### config.mk
export PLATFORM = sky130hd
export DESIGN_NAME = shmem_ring_port
export DESIGN_NICKNAME = d
export VERILOG_FILES = /design/src/rtl/shmem_ring_pkg.sv /design/src/rtl/shmem_ring_addr.sv /design/src/rtl/shmem_ring_step.sv /design/src/rtl/shmem_ring_port.sv
export SDC_FILE = /design/constraint.sdc
export NUM_CORES = 1
export LEC_CHECK = 0
export BUFFER_PORTS_ARGS = -buffer_cell sky130_fd_sc_hd__buf_2
export CAP_MARGIN = 15
export CORE_AREA = 3 3 115 117
export DETAILED_ROUTE_END_ITERATION = 16
export DIE_AREA = 0 0 118 120
export PLACE_DENSITY = 0.62
export SYNTH_ARGS = -nofsm -noshare
export SYNTH_HDL_FRONTEND = slang
export SYNTH_HIERARCHICAL = 1
export SYNTH_SLANG_ARGS = --single-unit
### constraint.sdc
create_clock -name clk -period 6.6 [get_ports clk]
set_clock_uncertainty 0.2 [all_clocks]
set_input_delay 0.66 -clock clk [delete_from_list [all_inputs] [get_ports clk]]
set_output_delay 0.66 -clock clk [all_outputs]
set_load 0.02 [all_outputs]
### src/rtl/shmem_ring_pkg.sv
package shmem_ring_pkg;
    typedef enum logic [3:0] {
        ST_IDLE,
        ST_INIT_MASK,
        ST_INIT_IN,
        ST_INIT_OUT,
        ST_GET_PEEK,
        ST_GET_DATA,
        ST_GET_IDX,
        ST_PUT_PEEK,
        ST_PUT_DATA,
        ST_PUT_IDX
    } ring_state_e;

    typedef enum logic [1:0] {
        OP_INIT = 2'd0,
        OP_GET  = 2'd1,
        OP_PUT  = 2'd2
    } ring_op_e;

    typedef enum logic [1:0] {
        SEL_SLOT,
        SEL_MASK,
        SEL_INIDX,
        SEL_OUTIDX
    } addr_sel_e;
endpackage

### src/rtl/shmem_ring_addr.sv
module shmem_ring_addr
    import shmem_ring_pkg::*;
#(
    parameter int AW = 12,
    parameter int DW = 8
) (
    input  logic [AW-1:0] base,
    input  addr_sel_e     sel,
    input  logic [DW-1:0] idx,
    output logic [AW-1:0] addr
);
    localparam logic [AW-1:0] OFS_MASK = AW'(3);
    localparam logic [AW-1:0] OFS_IN   = AW'(2);
    localparam logic [AW-1:0] OFS_OUT  = AW'(1);

    always_comb begin
        unique case (sel)
            SEL_MASK:   addr = base - OFS_MASK;
            SEL_INIDX:  addr = base - OFS_IN;
            SEL_OUTIDX: addr = base - OFS_OUT;
            default:    addr = base + AW'(idx);
        endcase
    end
endmodule

### src/rtl/shmem_ring_step.sv
module shmem_ring_step #(
    parameter int DW = 8
) (
    input  logic [DW-1:0] idx,
    input  logic [DW-1:0] mask,
    output logic [DW-1:0] nxt
);
    always_comb nxt = (idx + DW'(1)) & mask;
endmodule

### src/rtl/shmem_ring_port.sv
module shmem_ring_port
    import shmem_ring_pkg::*;
#(
    parameter int AW = 12,
    parameter int DW = 8
) (
    input  logic          clk,
    input  logic          rst_n,
    input  logic          cmd_valid,
    input  logic [1:0]    cmd_op,
    input  logic          cmd_wait,
    input  logic [AW-1:0] cmd_base,
    input  logic [DW-1:0] cmd_wdata,
    output logic          busy,
    output logic          done,
    output logic [DW-1:0] rsp_rdata,
    output logic          rsp_nodata,
    output logic          rsp_full,
    output logic          mem_req,
    output logic          mem_we,
    output logic [AW-1:0] mem_addr,
    output logic [DW-1:0] mem_wdata,
    input  logic          mem_ack,
    input  logic [DW-1:0] mem_rdata
);
    ring_state_e   state, state_n;
    logic [AW-1:0] base_q;
    logic [DW-1:0] mask_q, in_q, out_q, wdata_q;
    logic          wait_q;
    logic [DW-1:0] in_nxt, out_nxt, slot_idx;
    addr_sel_e     sel;
    logic          unconf, accept, peer_empty, peer_full;

    shmem_ring_step #(.DW(DW)) u_step_in  (.idx(in_q),  .mask(mask_q), .nxt(in_nxt));
    shmem_ring_step #(.DW(DW)) u_step_out (.idx(out_q), .mask(mask_q), .nxt(out_nxt));
    shmem_ring_addr #(.AW(AW), .DW(DW)) u_addr (
        .base(base_q), .sel(sel), .idx(slot_idx), .addr(mem_addr)
    );

    assign unconf     = (base_q == '0);
    assign accept     = (state == ST_IDLE) && cmd_valid;
    assign peer_empty = (mem_rdata == out_q);
    assign peer_full  = (in_nxt == mem_rdata);
    assign busy       = (state != ST_IDLE);

    // state register
    always_ff @(posedge clk or negedge rst_n) begin
        if (!rst_n) state <= ST_IDLE;
        else        state <= state_n;
    end

    // next-state decision
    always_comb begin
        state_n = state;
        unique case (state)
            ST_IDLE: if (cmd_valid) begin
                unique case (cmd_op)
                    OP_INIT: state_n = (cmd_base == '0) ? ST_IDLE : ST_INIT_MASK;
                    OP_GET:  state_n = unconf ? ST_IDLE : ST_GET_PEEK;
                    OP_PUT:  state_n = unconf ? ST_IDLE : ST_PUT_PEEK;
                    default: state_n = ST_IDLE;
                endcase
            end
            ST_INIT_MASK: if (mem_ack) state_n = ST_INIT_IN;
            ST_INIT_IN:   if (mem_ack) state_n = ST_INIT_OUT;
            ST_INIT_OUT:  if (mem_ack) state_n = ST_IDLE;
            ST_GET_PEEK:  if (mem_ack) state_n = !peer_empty ? ST_GET_DATA
                                               : (wait_q ? ST_GET_PEEK : ST_IDLE);
            ST_GET_DATA:  if (mem_ack) state_n = ST_GET_IDX;
            ST_GET_IDX:   if (mem_ack) state_n = ST_IDLE;
            ST_PUT_PEEK:  if (mem_ack) state_n = !peer_full ? ST_PUT_DATA
                                               : (wait_q ? ST_PUT_PEEK : ST_IDLE);
            ST_PUT_DATA:  if (mem_ack) state_n = ST_PUT_IDX;
            ST_PUT_IDX:   if (mem_ack) state_n = ST_IDLE;
            default:      state_n = ST_IDLE;
        endcase
    end

    // memory port drive, decoded from the state
    always_comb begin
        mem_req   = 1'b1;
        mem_we    = 1'b0;
        mem_wdata = '0;
        sel       = SEL_MASK;
        slot_idx  = out_q;
        unique case (state)
            ST_INIT_MASK:            sel = SEL_MASK;
            ST_INIT_IN, ST_GET_PEEK: sel = SEL_INIDX;
            ST_INIT_OUT, ST_PUT_PEEK: sel = SEL_OUTIDX;
            ST_GET_DATA: begin sel = SEL_SLOT; slot_idx = out_q; end
            ST_GET_IDX:  begin sel = SEL_OUTIDX; mem_we = 1'b1; mem_wdata = out_nxt; end
            ST_PUT_DATA: begin sel = SEL_SLOT; slot_idx = in_q; mem_we = 1'b1; mem_wdata = wdata_q; end
            ST_PUT_IDX:  begin sel = SEL_INIDX; mem_we = 1'b1; mem_wdata = in_nxt; end
            default:     mem_req = 1'b0;
        endcase
    end

    // local ring copy and response registers
    always_ff @(posedge clk or negedge rst_n) begin
        if (!rst_n) begin
            base_q <= '0; mask_q <= '0; in_q <= '0; out_q <= '0;
            wdata_q <= '0; wait_q <= 1'b0;
            done <= 1'b0; rsp_rdata <= '0; rsp_nodata <= 1'b0; rsp_full <= 1'b0;
        end else begin
            done <= 1'b0;
            if (accept) begin
                wait_q  <= cmd_wait;
                wdata_q <= cmd_wdata;
                unique case (cmd_op)
                    OP_INIT: begin
                        base_q <= cmd_base;
                        mask_q <= '0; in_q <= '0; out_q <= '0;
                        if (cmd_base == '0) begin
                            done <= 1'b1; rsp_nodata <= 1'b0; rsp_full <= 1'b0;
                        end
                    end
                    OP_GET: if (unconf) begin
                        done <= 1'b1; rsp_nodata <= 1'b1; rsp_full <= 1'b0;
                    end
                    OP_PUT: if (unconf) begin
                        done <= 1'b1; rsp_nodata <= 1'b0; rsp_full <= 1'b0;
                    end
                    default: ;
                endcase
            end else if (mem_ack) begin
                unique case (state)
                    ST_INIT_MASK: mask_q <= mem_rdata;
                    ST_INIT_IN:   in_q   <= mem_rdata;
                    ST_INIT_OUT: begin
                        out_q <= mem_rdata;
                        done <= 1'b1; rsp_nodata <= 1'b0; rsp_full <= 1'b0;
                    end
                    ST_GET_PEEK: if (peer_empty && !wait_q) begin
                        done <= 1'b1; rsp_nodata <= 1'b1; rsp_full <= 1'b0;
                    end
                    ST_GET_DATA: rsp_rdata <= mem_rdata;
                    ST_GET_IDX: begin
                        out_q <= out_nxt;
                        done <= 1'b1; rsp_nodata <= 1'b0; rsp_full <= 1'b0;
                    end
                    ST_PUT_PEEK: if (peer_full && !wait_q) begin
                        done <= 1'b1; rsp_nodata <= 1'b0; rsp_full <= 1'b1;
                    end
                    ST_PUT_IDX: begin
                        in_q <= in_nxt;
                        done <= 1'b1; rsp_nodata <= 1'b0; rsp_full <= 1'b0;
                    end
                    default: ;
                endcase
            end
        end
    end

    AST_REQ_HELD: assert property (@(posedge clk) disable iff (!rst_n)
        (mem_req && !mem_ack) |=> (mem_req && $stable(mem_addr) && $stable(mem_we)));
    AST_DONE_IDLE: assert property (@(posedge clk) disable iff (!rst_n)
        done |-> !busy);
    AST_FLAGS_EXCL: assert property (@(posedge clk) disable iff (!rst_n)
        done |-> !(rsp_nodata && rsp_full));
    AST_INDEX_AFTER_DATA: assert property (@(posedge clk) disable iff (!rst_n)
        (state == ST_PUT_IDX) |-> ($past(state) == ST_PUT_DATA || $past(state) == ST_PUT_IDX));
    AST_UNCONF_QUIET: assert property (@(posedge clk) disable iff (!rst_n)
        unconf |-> !mem_req);
endmodule

==> results of run 1 <==
==> routing by layer <==
| metal | share of wire, % | routed length (um) | up-vias |
|---|---|---|---|
| met5 | 0 | 0 | - |
| met4 | 2.2 | 303 | 0 |
| met3 | 5.4 | 753 | 24 |
| met2 | 47 | 6474 | 153 |
| met1 | 46 | 6291 | 2232 |
| li1 | - | - | 2217 |
==> how the worst max path moves through the flow <==
stage,from,endpoint
2_1_floorplan,state[0],mem_addr[11]
3_3_place_gp,state[3],mem_addr[11]
3_5_place_dp,state[3],mem_addr[11]
4_1_cts,state[3],mem_addr[11]
5_1_grt,state[3],mem_addr[11]
6_report,state[3],mem_addr[11]
==> where the power goes <==
| part | internal, uW | leakage, uW | switching (uW) |
|---|---|---|---|
| clock network | 377 | 0.000162 | 164 |
| registers | 531 | 0.000754 | 256 |
| logic | 876 | 0.00173 | 1300 |
| total | 1780 | 0.00265 | 1720 |
==> cells in the final DEF, fill, tap and decap left out, types with 13 or more instances in the layout <==
cell / count
a21oi_1: 29
buf_2: 68
dfrtp_1: 60
ha_1: 22
inv_1: 26
mux2_1: 15
nand2_1: 124
nand3_1: 14
nor2_1: 26
nor3_1: 15
o21ai_0: 17
xnor2_1: 13
xor2_1: 26
==> cell families (layout without fill, tap and decap cells) <==
family / after synthesis / in the layout / share of synthesized area, %
AOI/OAI and AO/OA: 127 / 127 / 17.95
xor gates and xnor gates: 39 / 39 / 7.000
adders and majority gates: 23 / 23 / 6.051
buffers and inverters: 53 / 114 / 4.487
DFF: 60 / 60 / 30.77
muxes: 36 / 36 / 8.103
and+or+nand+nor: 253 / 253 / 25.64
==> critical path: stages (launching register included) <==
cell and delay (ns):
dfrtp_1 0.71, nand2b_1 0.30, nor3_2 0.53, mux2_2 0.44
inv_1 0.08, ha_1 0.16, nand2b_1 0.13, nor4_1 0.25
xnor2_1 0.17, nand2_1 0.13, ha_1 0.33, a21o_1 0.15
nand3_2 0.09, a311o_1 0.35, and3_1 0.20, o31ai_2 0.21
xnor2_1 0.15, buf_2 0.18
==> flip-flops by register name (all words and copies together) (netlist names), 4 cells and up <==
name and cells:
out_q 8, state 4, wdata_q 8, base_q 12, in_q 8, rsp_rdata 8
mask_q 8
==> layout make-up <==
type / count / area (um2) / share of cell area [%]
multi-input combinational: 478 / 3159 / 55.54
clock buffer: 11 / 242.7 / 4.267
clock inverter: 4 / 97.59 / 1.716
timing repair buffer: 71 / 366.6 / 6.445
sequential: 60 / 1501 / 26.40
tap: 172 / 215.2 / 3.784
inverter: 28 / 105.1 / 1.848
==> through the flow <==
step / setup WS [ns] / utilization [%] / instance area (um2) / hold WS, ns / power [uW]
after floorplan: 1.628 / - / 4880 / 0.1644 / 2358
final: 0.8186 / 45.63 / 5688 / 0.2774 / 3507
after detailed placement: 1.233 / 42.81 / 5336 / 0.2666 / 2942
after global routing: 0.4070 / 45.63 / 5688 / 0.3007 / 3792
after CTS: 0.8644 / 45.54 / 5677 / 0.2795 / 3501
after global placement: 1.379 / 42.81 / 5336 / 0.2645 / 2906
==> impl_metrics.py, run 1 <==
metrics = {
    "final_layout": {
        "syn_to_final_growth_pct": 16.56,
        "diodes": 0,
        "layout-drive-gt1-share_pct": 18.56,
        "layoutNonFillerInstCount": 824,
        "n_fill_cell": 1263,
        "final_nets": 706,
    },
    "routing": {
        "wire_per_inst_um": 16.77,
        "routed_wl_mm": 13.82,
        "num_vias": 4626,
        "drt-pass1-iter-count": 5,
        "drc": 0,
        "drtIter0Drc": 416,
        "ant_nets": 0,
        "via_per_inst": 5.614,
    },
    "run_status": {
        "outcome": "finished clean",
    },
    "cts": {
        "hold_buffers": 0,
        "cts_setup_buffers": 0,
        "cts_tree": "built",
        "cts_buffers": 9,
        "cts_resized": 0,
        "h-tree-depth": 3,
        "clk_transition_reported_paths_ns": 0.05,
        "clk_latency_ns": 0.33,
        "cts_num_sinks": 60,
        "cts_root_buffer": "clkbuf_16",
        "cts.path.max_buffers": 2,
    },
    "synthesis": {
        "synth_flop_cell": "dfrtp_1",
        "synth.top_cell.area_share_pct": 30.77,
        "syn-instance-count": 591,
        "ys_seq_area_share_pct": 30.77,
        "yosys.cell_count.top_type": "nand2_1",
        "yosysTopAreaCell": "dfrtp_1",
        "ys_async_sr_fraction_pct": 100.0,
        "synth-seq-cells": 60,
        "synth-edff-count": 0,
        "mappedNetlistNets": 649,
        "netlist_area_mm2": 0.004880,
        "ys_warn_count": 6,
        "synth_area_leaders": "dfrtp_1, nand2_1, ha_1",
        "yosys-top-cells-count": "nand2_1, dfrtp_1, a21oi_1",
        "syn-mean-instance-area_um2": 8.257,
        "synth.distinct_cells": 71,
    },
    "global_route": {
        "grt_use_met3_pct": 2.875,
        "top_usage_layer": "met2",
        "grt_pass1_wl_mm": 23.30,
        "grt_max_degree": 61,
        "gr-usage-met2_pct": 32.52,
        "overflow": 0,
        "grt_use_total_pct": 19.93,
        "antenna_found_initial": 0,
        "grt_util_met1_pct": 27.03,
        "grt_pass1_vias": 4549,
    },
    "sta": {
        "drv_slew": 0,
        "tns_ns": 0,
        "setup_viol": 0,
        "slew_headroom_pct": 38.69,
        "fin_crit_ns": 5.781,
        "hold_violations": 0,
        "period_share_pct": 87.60,
        "worst_pin_slew_ns": 0.9162,
        "rsz0062_at_grt": "no",
        "fmax_ghz": 0.1730,
    },
    "setup_path": {
        "crit_path_end_kind": "output pin",
        "cp_data_arrival_time_ns": 4.92,
        "cp-start-kind": "flop",
        "r2r_setup_slack_ns": 3.52,
        "required_ns": 5.74,
        "r2r-end": "rsp_nodata",
        "rr_worst_depth": 9,
        "path_max_fanout": 18,
        "reg2reg_from": "in_q[2]",
        "crit_type": "flop to output pin",
    },
    "die": {
        "die_x_um": 118,
        "die_h_um": 120,
        "core_mm2": 0.01247,
        "dieArea_mm2": 0.01416,
        "num_io_pins": 69,
        "row_count": 41,
        "initial_core_util_pct": 39.14,
    },
    "pwr": {
        "vdd_drop_max_mv": 0.2063,
        "p_per_area_mw_per_mm2": 616.5,
        "p_leak_uw": 0.002648,
    },
    "placement": {
        "routabilityCongestion": 0.9099,
        "dp.cells": 808,
        "dpl.hpwl_mm": 10.12,
        "numPortBuffers": 68,
    },
    "min_path": {
        "hp-start": "wdata_q[0]",
        "hold_depth": 2,
        "min_to": "wdata_q[0]",
        "hp-class": "flop to flop",
    },
    "run": {
        "maxCapViolations": 0,
    },
}
(Power assumes the default switching activity.)
==> run 2, diff against run 1 <==
--- a/config.mk
+++ b/config.mk
@@ -10,7 +10,6 @@
 export CORE_AREA = 3 3 115 117
 export DETAILED_ROUTE_END_ITERATION = 16
 export DIE_AREA = 0 0 118 120
-export PLACE_DENSITY = 0.62
 export SYNTH_ARGS = -nofsm -noshare
 export SYNTH_HDL_FRONTEND = slang
 export SYNTH_HIERARCHICAL = 1
==> run 2 against run 1 <==
Against the previous run:
- first-iteration DRC count increased by 4.8%
- cell area is 0.57% lower
- register-to-register slack improved by 0.04 ns
- routed wire length shrank 0.56%
- clock power down 7.2%
- largest cell class unchanged
==> impl_metrics.py, run 2 (synthesis results as in run 1) <==
metrics = {
    "placement": {
        "place_area_mm2": 0.005336,
        "dp.cells": 808,
        "numPortBuffers": 68,
        "dpl.hpwl_mm": 10.20,
        "post-place-ws_ns": 1.228,
        "routabilityCongestion": 0.8964,
    },
    "global_route": {
        "top_usage_layer": "met2",
        "grt_util_met1_pct": 27.24,
        "grt_pass1_wl_mm": 22.98,
        "grt_max_degree": 61,
        "antenna_found_initial": 0,
        "grt_pass1_vias": 4469,
        "grt_use_met3_pct": 3.299,
        "grt_use_total_pct": 19.96,
        "gr-usage-met2_pct": 31.80,
        "overflow": 0,
    },
    "final_layout": {
        "largest_register_ffs": 12,
        "syn_to_final_growth_pct": 15.90,
        "top_register": "base_q",
        "layout_common_cells": "nand2_1, buf_2, dfrtp_1",
        "layout-drive-gt1-share_pct": 18.40,
        "final_common_cell": "nand2_1",
        "layoutNonFillerInstCount": 824,
        "n_fill_cell": 1242,
        "fin_area_mm2": 0.005655,
        "final_nets": 705,
        "diodes": 0,
    },
    "run_status": {
        "outcome": "finished clean",
    },
    "sta": {
        "period_share_pct": 87.27,
        "tns_ns": 0,
        "fin_ws_ns": 0.8400,
        "whs_ns": 0.2760,
        "rsz0062_at_grt": "no",
        "hold_violations": 0,
        "drv_slew": 0,
        "worst_pin_slew_ns": 1.111,
        "fmax_ghz": 0.1736,
        "setup_viol": 0,
        "slew_headroom_pct": 25.51,
        "fin_crit_ns": 5.760,
    },
    "die": {
        "row_count": 41,
        "core_mm2": 0.01247,
        "die_x_um": 118,
        "initial_core_util_pct": 39.14,
        "dieArea_mm2": 0.01416,
        "num_io_pins": 69,
        "die_h_um": 120,
    },
    "setup_path": {
        "crit_type": "flop to output pin",
        "path_max_fanout": 18,
        "crit_path_start": "state[3]",
        "cp-start-kind": "flop",
        "required_ns": 5.74,
        "cp_data_arrival_time_ns": 4.90,
        "reg2reg_from": "in_q[2]",
        "crit_path_end_kind": "output pin",
    },
    "run": {
        "maxCapViolations": 0,
    },
    "cts": {
        "cts_num_sinks": 60,
        "h-tree-depth": 3,
        "hold_buffers": 0,
        "cts.path.max_buffers": 2,
        "cts_tree": "built",
        "cts_buffers": 9,
        "cts_setup_buffers": 0,
        "clk_transition_reported_paths_ns": 0.05,
        "cts_root_buffer": "clkbuf_16",
        "clk_latency_ns": 0.33,
        "cts_resized": 0,
    },
    "pwr": {
        "p_leak_uw": 0.002632,
        "p_per_area_mw_per_mm2": 613.6,
        "vdd_drop_max_mv": 0.1947,
    },
    "routing": {
        "drc": 0,
        "drtIter0Drc": 436,
        "ant_nets": 0,
        "drt-pass1-iter-count": 5,
        "num_vias": 4588,
        "wire_per_inst_um": 16.68,
        "routed_wl_mm": 13.74,
        "via_per_inst": 5.568,
    },
    "min_path": {
        "hp-class": "flop to flop",
        "hp-start": "rsp_rdata[1]",
    },
}
run 2: critical path: stages, from the launching register on:
cell and delay (ns):
dfrtp_1 0.71, nand2b_1 0.28, nor3_2 0.55, mux2_2 0.44, inv_1 0.09, ha_1 0.16
nand2b_1 0.13, nor4_1 0.27, xnor2_1 0.16, nand2_1 0.11, ha_1 0.33, a21o_1 0.15
nand3_2 0.09, a311o_1 0.35, and3_1 0.20, o31ai_2 0.20, xnor2_1 0.15, buf_2 0.18
run 2: power breakdown:
| part | switching (uW) | internal (uW) | total (uW) |
|---|---|---|---|
| logic | 1300 | 874 | 2180 |
| registers | 260 | 531 | 791 |
| clock network | 162 | 340 | 502 |
run 2: metal layers:
metal | wire length [um] | vias to the layer above | part of all wire (%)
li1 | - | 2214 | -
met1 | 6527 | 2200 | 47
met2 | 6296 | 156 | 46
met3 | 701 | 18 | 5.1
met4 | 218 | 0 | 1.6
met5 | 0 | - | 0
run 2: layout make-up:
class | count | area, um2 | area share (%)
inverters | 28 | 105.1 | 1.858
multi-input cells | 478 | 3159 | 55.86
clock inverters | 4 | 72.57 | 1.283
well taps | 172 | 215.2 | 3.805
flip-flops and latches | 60 | 1501 | 26.55
clock buffers | 12 | 246.5 | 4.358
repair buffers | 70 | 355.3 | 6.283
run 2: stage by stage:
step / util [%] / power [uW]
2_1_floorplan: - / 2358
3_3_place_gp: 42.81 / 2910
3_5_place_dp: 42.81 / 2945
4_1_cts: 45.37 / 3469
5_1_grt: 45.37 / 3760
6_report: 45.37 / 3470
run 2: path summary, 6_finish.rpt:
kind / endpoint / slack, ns / cells past startpoint
worst max register to register: rsp_nodata / 3.56 / 9
min in group asynchronous: mask_q[2] / 0.29 / 2
worst min register to register: rsp_rdata[1] / 0.28 / 1
max in group asynchronous: base_q[1] / 5.40 / 2
worst min-delay path: rsp_rdata[1] / 0.28 / 1
worst max-delay path: mem_addr[11] / 0.84 / 17
==> run 3, diff against run 2 <==
--- a/config.mk
+++ b/config.mk
@@ -7,9 +7,10 @@
 export LEC_CHECK = 0
 export BUFFER_PORTS_ARGS = -buffer_cell sky130_fd_sc_hd__buf_2
 export CAP_MARGIN = 15
-export CORE_AREA = 3 3 115 117
+export CORE_AREA = 3 3 99 101
 export DETAILED_ROUTE_END_ITERATION = 16
-export DIE_AREA = 0 0 118 120
+export DIE_AREA = 0 0 102 104
+export PLACE_DENSITY = 0.75
 export SYNTH_ARGS = -nofsm -noshare
 export SYNTH_HDL_FRONTEND = slang
 export SYNTH_HIERARCHICAL = 1
==> run 3 against run 2 <==
Against the previous run:
- register-to-register slack got worse by 0.02 ns
- power fell by 5.4%
- maximum frequency increased by 3.1%
- critical path depth grew 1
- final cell count shrank 7.4%
- global-route usage increased by 5.7 points
- critical endpoint unchanged
==> impl_metrics.py, run 3 (synthesis results as in run 1) <==
metrics = {
    "final_layout": {
        "layout-drive-gt1-share_pct": 18.71,
        "layout_common_cells": "nand2_1, buf_2, dfrtp_1",
        "final_nets": 705,
        "top_register": "base_q",
        "fin_area_mm2": 0.005468,
        "final_common_cell": "nand2_1",
        "largest_register_ffs": 12,
        "layoutNonFillerInstCount": 763,
        "syn_to_final_growth_pct": 12.05,
        "diodes": 0,
        "n_fill_cell": 825,
    },
    "routing": {
        "wire_per_inst_um": 17.18,
        "drc": 0,
        "via_per_inst": 6.042,
        "drt-pass1-iter-count": 5,
        "num_vias": 4610,
        "ant_nets": 0,
        "drtIter0Drc": 512,
        "routed_wl_mm": 13.11,
    },
    "cts": {
        "hold_buffers": 0,
        "cts_tree": "built",
        "clk_transition_reported_paths_ns": 0.08,
        "cts_num_sinks": 60,
        "cts_root_buffer": "clkbuf_8",
        "h-tree-depth": 3,
        "cts_resized": 0,
        "cts_setup_buffers": 0,
        "cts.path.max_buffers": 2,
        "cts_buffers": 9,
        "clk_latency_ns": 0.35,
    },
    "die": {
        "die_h_um": 104,
        "core_mm2": 0.009109,
        "die_x_um": 102,
        "row_count": 35,
        "num_io_pins": 69,
        "dieArea_mm2": 0.01061,
        "initial_core_util_pct": 53.57,
    },
    "setup_path": {
        "r2r_setup_slack_ns": 3.54,
        "path_max_fanout": 18,
        "reg2reg_from": "in_q[0]",
        "cp_data_arrival_time_ns": 4.73,
        "rr_worst_depth": 9,
        "required_ns": 5.74,
        "cp-start-kind": "flop",
        "crit_path_end_kind": "output pin",
        "r2r-end": "rsp_nodata",
        "crit_type": "flop to output pin",
    },
    "sta": {
        "setup_viol": 0,
        "hold_violations": 0,
        "slew_headroom_pct": 22.82,
        "worst_pin_slew_ns": 1.151,
        "drv_slew": 0,
        "rsz0062_at_grt": "no",
        "fmax_ghz": 0.1790,
        "period_share_pct": 84.66,
        "fin_ws_ns": 1.013,
        "tns_ns": 0,
        "fin_crit_ns": 5.587,
    },
    "run": {
        "maxCapViolations": 0,
    },
    "global_route": {
        "grt_util_met1_pct": 35.95,
        "overflow": 0,
        "top_usage_layer": "met2",
        "gr-usage-met2_pct": 41.04,
        "grt_pass1_vias": 4578,
        "antenna_found_initial": 0,
        "grt_max_degree": 61,
        "grt_pass1_wl_mm": 22.20,
        "grt_use_met3_pct": 3.756,
        "grt_use_total_pct": 25.67,
    },
    "pwr": {
        "combPwrFrac_pct": 65.5,
        "intPower_uw": 1589,
        "p_leak_uw": 0.002587,
        "pwr-share-seq_pct": 24.0,
        "p_sw_uw": 1695,
        "swShare_pct": 51.61,
        "p_per_area_mw_per_mm2": 600.5,
        "vdd_drop_max_mv": 0.3604,
        "p_clk_share_pct": 10.5,
    },
    "placement": {
        "numPortBuffers": 68,
        "dp.cells": 747,
        "post-place-ws_ns": 1.436,
        "routabilityCongestion": 0.9688,
        "dpl.hpwl_mm": 9.840,
        "place_area_mm2": 0.005260,
    },
    "run_status": {
        "outcome": "finished clean",
    },
    "min_path": {
        "hp-class": "input pin to asynchronous set/reset pin",
    },
}
## run 3: cell count changes in the layout (fill, tap and decap cells not counted)
cell	previous run	this run
clkbuf_16	9	0
clkbuf_1	2	0
clkinvlp_4	1	0
inv_6	0	2
bufinv_16	2	1
clkinv_4	0	2
clkbuf_8	1	10
## run 3: area by class of cell
type / count / area [um2] / share of cell area [%]
Clock buffer: 10 / 137.6 / 2.517
Clock inverter: 6 / 70.07 / 1.281
Inverter: 28 / 105.1 / 1.922
Multi-Input combinational cell: 478 / 3159 / 57.78
Sequential cell: 60 / 1501 / 27.46
Tap cell: 111 / 138.9 / 2.540
Timing Repair Buffer: 70 / 355.3 / 6.499
## run 3: how the worst max path moves through the flow
stage | from | to | cells past startpoint
5_1_grt | state[3] | mem_addr[11] | 18
3_3_place_gp | state[3] | mem_addr[11] | 15
3_5_place_dp | state[3] | mem_addr[11] | 18
2_1_floorplan | state[0] | mem_addr[11] | 15
6_report | state[3] | mem_addr[11] | 18
4_1_cts | state[3] | mem_addr[11] | 18
## run 3: worst max-delay path, stage by stage (launching register included)
cell	delay, ns
dfrtp_1	0.72
nand2b_1	0.28
nor3_2	0.16
buf_4	0.27
mux2_2	0.40
inv_1	0.08
ha_1	0.16
nand2b_1	0.14
nor4_1	0.27
xnor2_1	0.16
nand2_1	0.09
ha_1	0.33
a21o_1	0.16
nand3_2	0.09
a311o_1	0.35
and3_1	0.20
o31ai_2	0.20
xnor2_1	0.14
buf_2	0.18
## run 3: power by group through the flow
stage	Clock, uW	Combinational, uW	Sequential, uW
2_1_floorplan	0	1640	716
3_3_place_gp	0	2080	777
3_5_place_dp	0	2130	788
4_1_cts	353	2140	781
5_1_grt	372	2390	819
6_report	346	2150	788
## run 3: metal layers
layer	up-vias	part of all wire, %	routed length, um
met5	-	0	0
li1	2213	-	-
met4	0	2.0	266
met2	181	48	6258
met3	32	6.1	796
met1	2184	44	5784
## run 3: through the flow
step | power (uW) | util [%] | hold slack, ns
5_1_grt | 3586 | 60.03 | 0.2984
3_5_place_dp | 2916 | 57.75 | 0.2651
4_1_cts | 3276 | 60.03 | 0.2798
6_report | 3283 | 60.03 | 0.2572
2_1_floorplan | 2358 | - | 0.1644
3_3_place_gp | 2862 | 57.75 | 0.2638
